[src/rtl/bank_dec_pkg.sv]
package bank_dec_pkg;
  typedef enum logic [1:0] {
    WSEL_NONE  = 2'd0,
    WSEL_UPPER = 2'd1,
    WSEL_DMA   = 2'd2
  } wsel_e;

  localparam int unsigned BANK_VAL_W = 4;

  function automatic wsel_e decode_sel(input logic [1:0] f);
    case (f)
      2'b01:   return WSEL_UPPER;
      2'b11:   return WSEL_DMA;
      default: return WSEL_NONE;   // bit4 = 0 -> colour map
    endcase
  endfunction
endpackage

[src/rtl/bank_wr_decode.sv]
module bank_wr_decode
  import bank_dec_pkg::*;
(
  input  logic                  wr_i,
  input  logic                  dma_i,
  input  logic [5:0]            cmd_i,
  output logic                  upper_we_o,
  output logic                  dma_we_o,
  output logic [BANK_VAL_W-1:0] val_o
);
  wsel_e sel;

  always_comb begin
    sel        = decode_sel(cmd_i[5:4]);
    upper_we_o = wr_i && dma_i && (sel == WSEL_UPPER);
    dma_we_o   = wr_i && dma_i && (sel == WSEL_DMA);
    val_o      = cmd_i[3:0];
  end
endmodule

[src/rtl/bank_regs.sv]
module bank_regs
  import bank_dec_pkg::*;
#(
  parameter bit WIDE = 1'b1,
  localparam int unsigned BW = WIDE ? 4 : 2
) (
  input  logic                  clk_i,
  input  logic                  rst_ni,
  input  logic                  upper_we_i,
  input  logic                  dma_we_i,
  input  logic [BANK_VAL_W-1:0] val_i,
  output logic [BW-1:0]         upper_bank_o,
  output logic [BW-1:0]         dma_bank_o
);
  localparam logic [BW-1:0] BANK_RST = BW'(1);

  logic [BW-1:0] upper_q;
  logic [BW-1:0] dma_q;
  logic          unused_val;

  assign unused_val = ^val_i;

  always_ff @(posedge clk_i or negedge rst_ni) begin
    if (!rst_ni)         upper_q <= BANK_RST;
    else if (upper_we_i) upper_q <= val_i[BW-1:0];
  end

  generate
    if (WIDE) begin : g_dma_reg
      always_ff @(posedge clk_i or negedge rst_ni) begin
        if (!rst_ni)       dma_q <= BANK_RST;
        else if (dma_we_i) dma_q <= val_i[BW-1:0];
      end
    end else begin : g_dma_fixed
      logic unused_we;
      assign unused_we = dma_we_i;
      assign dma_q     = BANK_RST;   // narrow: DMA always bank 1
    end
  endgenerate

  assign upper_bank_o = upper_q;
  assign dma_bank_o   = dma_q;
endmodule

[src/rtl/bank_route.sv]
module bank_route #(
  parameter int unsigned BW = 4
) (
  input  logic          addr_hi_i,
  input  logic          rd_i,
  input  logic          wr_i,
  input  logic          dma_i,
  input  logic [BW-1:0] upper_bank_i,
  input  logic [BW-1:0] dma_bank_i,
  output logic [BW-1:0] hi_o,
  output logic          sram_cs_o,
  output logic          uart_cs_o
);
  logic access, reg_wr, uart_hit;

  always_comb begin
    access   = rd_i || wr_i;
    reg_wr   = wr_i && dma_i;
    uart_hit = access && !dma_i && addr_hi_i && (upper_bank_i == '0);
    if (dma_i)          hi_o = dma_bank_i;
    else if (addr_hi_i) hi_o = upper_bank_i;
    else                hi_o = '0;
    sram_cs_o = access && !reg_wr && !uart_hit;
    uart_cs_o = uart_hit;
  end
endmodule

[src/rtl/bank_addr_dec.sv]
module bank_addr_dec
  import bank_dec_pkg::*;
#(
  parameter bit WIDE = 1'b1,
  localparam int unsigned BW = WIDE ? 4 : 2
) (
  input  logic          clk_i,
  input  logic          rst_ni,
  input  logic [15:0]   addr_i,
  input  logic [7:0]    data_i,
  input  logic          rd_i,
  input  logic          wr_i,
  input  logic          dma_i,
  output logic [BW-1:0] sram_hi_o,
  output logic          sram_cs_o,
  output logic          uart_cs_o
);
  logic                  upper_we, dma_we;
  logic [BANK_VAL_W-1:0] bank_val;
  logic [BW-1:0]         upper_bank, dma_bank;
  logic                  unused_bus;

  assign unused_bus = ^{addr_i[14:0], data_i[7:6]};  // low address goes straight to SRAM

  bank_wr_decode u_dec (
    .wr_i       (wr_i),
    .dma_i      (dma_i),
    .cmd_i      (data_i[5:0]),
    .upper_we_o (upper_we),
    .dma_we_o   (dma_we),
    .val_o      (bank_val)
  );

  bank_regs #(.WIDE(WIDE)) u_regs (
    .clk_i        (clk_i),
    .rst_ni       (rst_ni),
    .upper_we_i   (upper_we),
    .dma_we_i     (dma_we),
    .val_i        (bank_val),
    .upper_bank_o (upper_bank),
    .dma_bank_o   (dma_bank)
  );

  bank_route #(.BW(BW)) u_route (
    .addr_hi_i    (addr_i[15]),
    .rd_i         (rd_i),
    .wr_i         (wr_i),
    .dma_i        (dma_i),
    .upper_bank_i (upper_bank),
    .dma_bank_i   (dma_bank),
    .hi_o         (sram_hi_o),
    .sram_cs_o    (sram_cs_o),
    .uart_cs_o    (uart_cs_o)
  );
endmodule

[config.mk]
export PLATFORM = sky130hd
export DESIGN_NAME = bank_addr_dec
export DESIGN_NICKNAME = d
export VERILOG_FILES = /design/src/rtl/bank_dec_pkg.sv /design/src/rtl/bank_wr_decode.sv /design/src/rtl/bank_regs.sv /design/src/rtl/bank_route.sv /design/src/rtl/bank_addr_dec.sv
export SDC_FILE = /design/constraint.sdc
export NUM_CORES = 1
export LEC_CHECK = 0
export ABC_CLOCK_PERIOD_IN_PS = 1500
export CORE_UTILIZATION = 24
export CTS_CLUSTER_SIZE = 24
export DETAILED_ROUTE_END_ITERATION = 12
export PLACE_DENSITY = 0.73
export RECOVER_POWER = 100
export REMOVE_ABC_BUFFERS = 1
export SLEW_MARGIN = 5
export SYNTH_ARGS = -nofsm -noshare
export SYNTH_HDL_FRONTEND = slang
export SYNTH_SLANG_ARGS = --single-unit
[constraint.sdc]
create_clock -name clk_i -period 1.5 [get_ports clk_i]
set_input_delay 0.225 -clock clk_i [delete_from_list [all_inputs] [get_ports clk_i]]
set_output_delay 0.225 -clock clk_i [all_outputs]
set_load 0.01 [all_outputs]
==> reports/metrics.cfg <==
[timing]
slew_headroom_pct = 76.18
hold_violations = 0
period_needed_ps = 1814
min_period_over_period_pct = 120.9
worstMarginPinSlew_ps = 356.2
setup_slack_ps = -313.6
grt_setup_unrepaired = yes
setup_violations = 2
finalClockSkew_ps = 0
fin_tns_setup_ps = -583.9
slew_violations = 0
timing.fmax_mhz = 551.4

[cells_and_area]
n_antenna_cell = 0
fin_nets = 87
area_growth_pct = 56.72
final_common_cell = mux2_2
regArea_um2 = 202.7
fin_cells = 73
multiInputGateArea_um2 = 211.5
mostFrequentLayoutCells = 8 x mux2_2, 7 x clkdlybuf4s50_1, 6 x dfrtp_1
drive_above_1_share_pct = 50.88
fill_cells = 165

[power]
p_leak_nw = 0.2825
cellPowerDensity_nw_per_um2 = 1022
ir_drop_v = 0.0004200

[clock_tree]
clock_sinks = 8
clk_latency_ps = 250
tritoncts = yes
path_clk_slew_ps = 60
htreeDepth = 1
cts_hold_buf = 0
cts_root_buf = clkbuf_4
numCtsBuffers = 3
post_cts_buffers = 0
cts_buffer_depth = 2

[placed_design]
gp_congestion = 0.7664
hpwl_um = 670.6
io_buffers = 17
dp_cells = 69

[routing]
ant_nets = 0
viasPerCell = 4.603
vias = 336
drt-total-wl_um = 895
drtIter0Drc = 7
route.detailed.drc = 2
drt_pass1_iterations = 8
routedWlPerCell_um = 12.26

[yosys]
synthesis.area_um2 = 419.2
yosysWarnings = 0
synth.ff_latch_count = 8
syn-instance-count = 32
ys_seq_area_share_pct = 48.36
avgSynthCellArea_um2 = 13.10
ys_types = 15

[setup_path]
end_kind = output pin
slowest_stage = or4b_4
worst_r2r_startpoint = u_regs.upper_bank_o[1]
r2r_setup_slack_ps = 630
crit_chain = or4b_4, o32a_1, buf_2
criticalPathCategory = reg -> out
r2r_end = u_regs.upper_bank_o[1]
cpPeakStageDelay_ps = 540
reg2reg_depth = 2
crit_required_ps = 1270
cp_max_fo = 2
start_kind = register
crit_arrival_ps = 1590

[floorplanning]
die_x_um = 43.79
floorplan.initialDensity_pct = 26.59
dieArea_um2 = 1918
die_y_um = 43.79
core_area_um2 = 1577
num_io_pins = 35
rows = 14

[global_route]
grt_max_degree = 10
globalRouteOverflowTotal = 0
grt.total_usage_pct = 10.72
grt_pass1_vias = 305
grt_pass1_wl_um = 1400
antenna_found_initial = 0

[min_path]
hold_class = in -> async

[outcome]
violations = DRC, setup timing
outcome = complete, but fails checks

[run]
maxCapViolCount = 0

==> state kept, by name (all words and copies together) (netlist names) <==
name                 count
u_regs.dma_bank_o        4
u_regs.upper_bank_o      4
==> worst max-delay path by stage <==
stage                           startpoint         to  slack, ps  depth (start not counted)
global route        u_regs.upper_bank_o[0]  sram_cs_o       -360                          3
finish              u_regs.upper_bank_o[0]  sram_cs_o       -310                          3
global placement                     dma_i  uart_cs_o       -720                          4
CTS                 u_regs.upper_bank_o[0]  sram_cs_o       -330                          3
floorplan           u_regs.upper_bank_o[0]  uart_cs_o        -20                          2
detailed placement                   dma_i  uart_cs_o       -780                          4
==> critical path, delay by kind of cell (launching register included) <==
kind / cells / cell delay [ps]
simple gates: 1 / 540
flops: 1 / 360
compound gates: 1 / 300
buf+inv: 1 / 140
==> synth_stat cells <==
master / n / share of area, %
buf_6: 1 / 2.7
nand4_1: 1 / 1.5
or4b_4: 1 / 3.3
nor2_1: 1 / 0.89
and2b_2: 2 / 4.2
dfrtp_1: 6 / 36
nor4_1: 1 / 1.5
dfstp_2: 2 / 13
nand4b_1: 1 / 2.1
nor2b_1: 1 / 1.5
a22o_2: 3 / 7.2
mux2_2: 8 / 21
o32a_1: 1 / 2.4
nand2_1: 2 / 1.8
o21ai_0: 1 / 1.2
==> power breakdown <==
part / switching, mW / internal (mW) / leakage (nW)
clock network: 0.0740 / 0.102 / 0.0150
registers: 0.0307 / 0.272 / 0.0930
logic: 0.0661 / 0.127 / 0.175
==> through the flow <==
stage | setup WS, ps | hold slack [ps] | util [%] | area (µm²) | power (mW)
after floorplan | -22.04 | -70.59 | - | 407.9 | 0.3926
after global placement | -722.6 | 491.2 | 40.32 | 635.6 | 0.5110
after detailed placement | -781.7 | 496.4 | 40.32 | 635.6 | 0.5150
after CTS | -329.6 | 249.2 | 41.67 | 656.9 | 0.6834
after global routing | -363.9 | 329.1 | 41.67 | 656.9 | 0.7181
final | -313.6 | 310.9 | 41.67 | 656.9 | 0.6715
==> cell families after synthesis <==
family | Yosys count | synth area share (%)
multiplexers | 8 | 21.49
AO/OA/AOI/OAI | 5 | 10.75
flip-flops | 8 | 48.36
AND/OR/NAND/NOR | 10 | 16.72
buffers and inverters | 1 | 2.686
==> layer usage <==
layer  share of wire, %  track usage, %  routed length (µm)  vias up
met5                  0               0                   0        -
met4                1.1           9.375                  10        0
met3                7.3           2.500                  65        2
met2                 42           14.93                 376       13
met1                 49           13.70                 442      150
li1                   -               -                   -      171
==> cell type report <==
cell class | instances | area share, %
multi-input combinational | 23 | 32.19
clock buffer | 4 | 4.000
tap | 16 | 3.048
timing repair buffer | 22 | 29.90
sequential | 8 | 30.86
==> timing repair <==
| action | CTS | global route |
|---|---|---|
| pin swaps | 1 | 1 |
| gates resized for setup | 24 | 0 |
| setup endpoints to repair | 6 | 2 |
(Power assumes the default switching activity.)
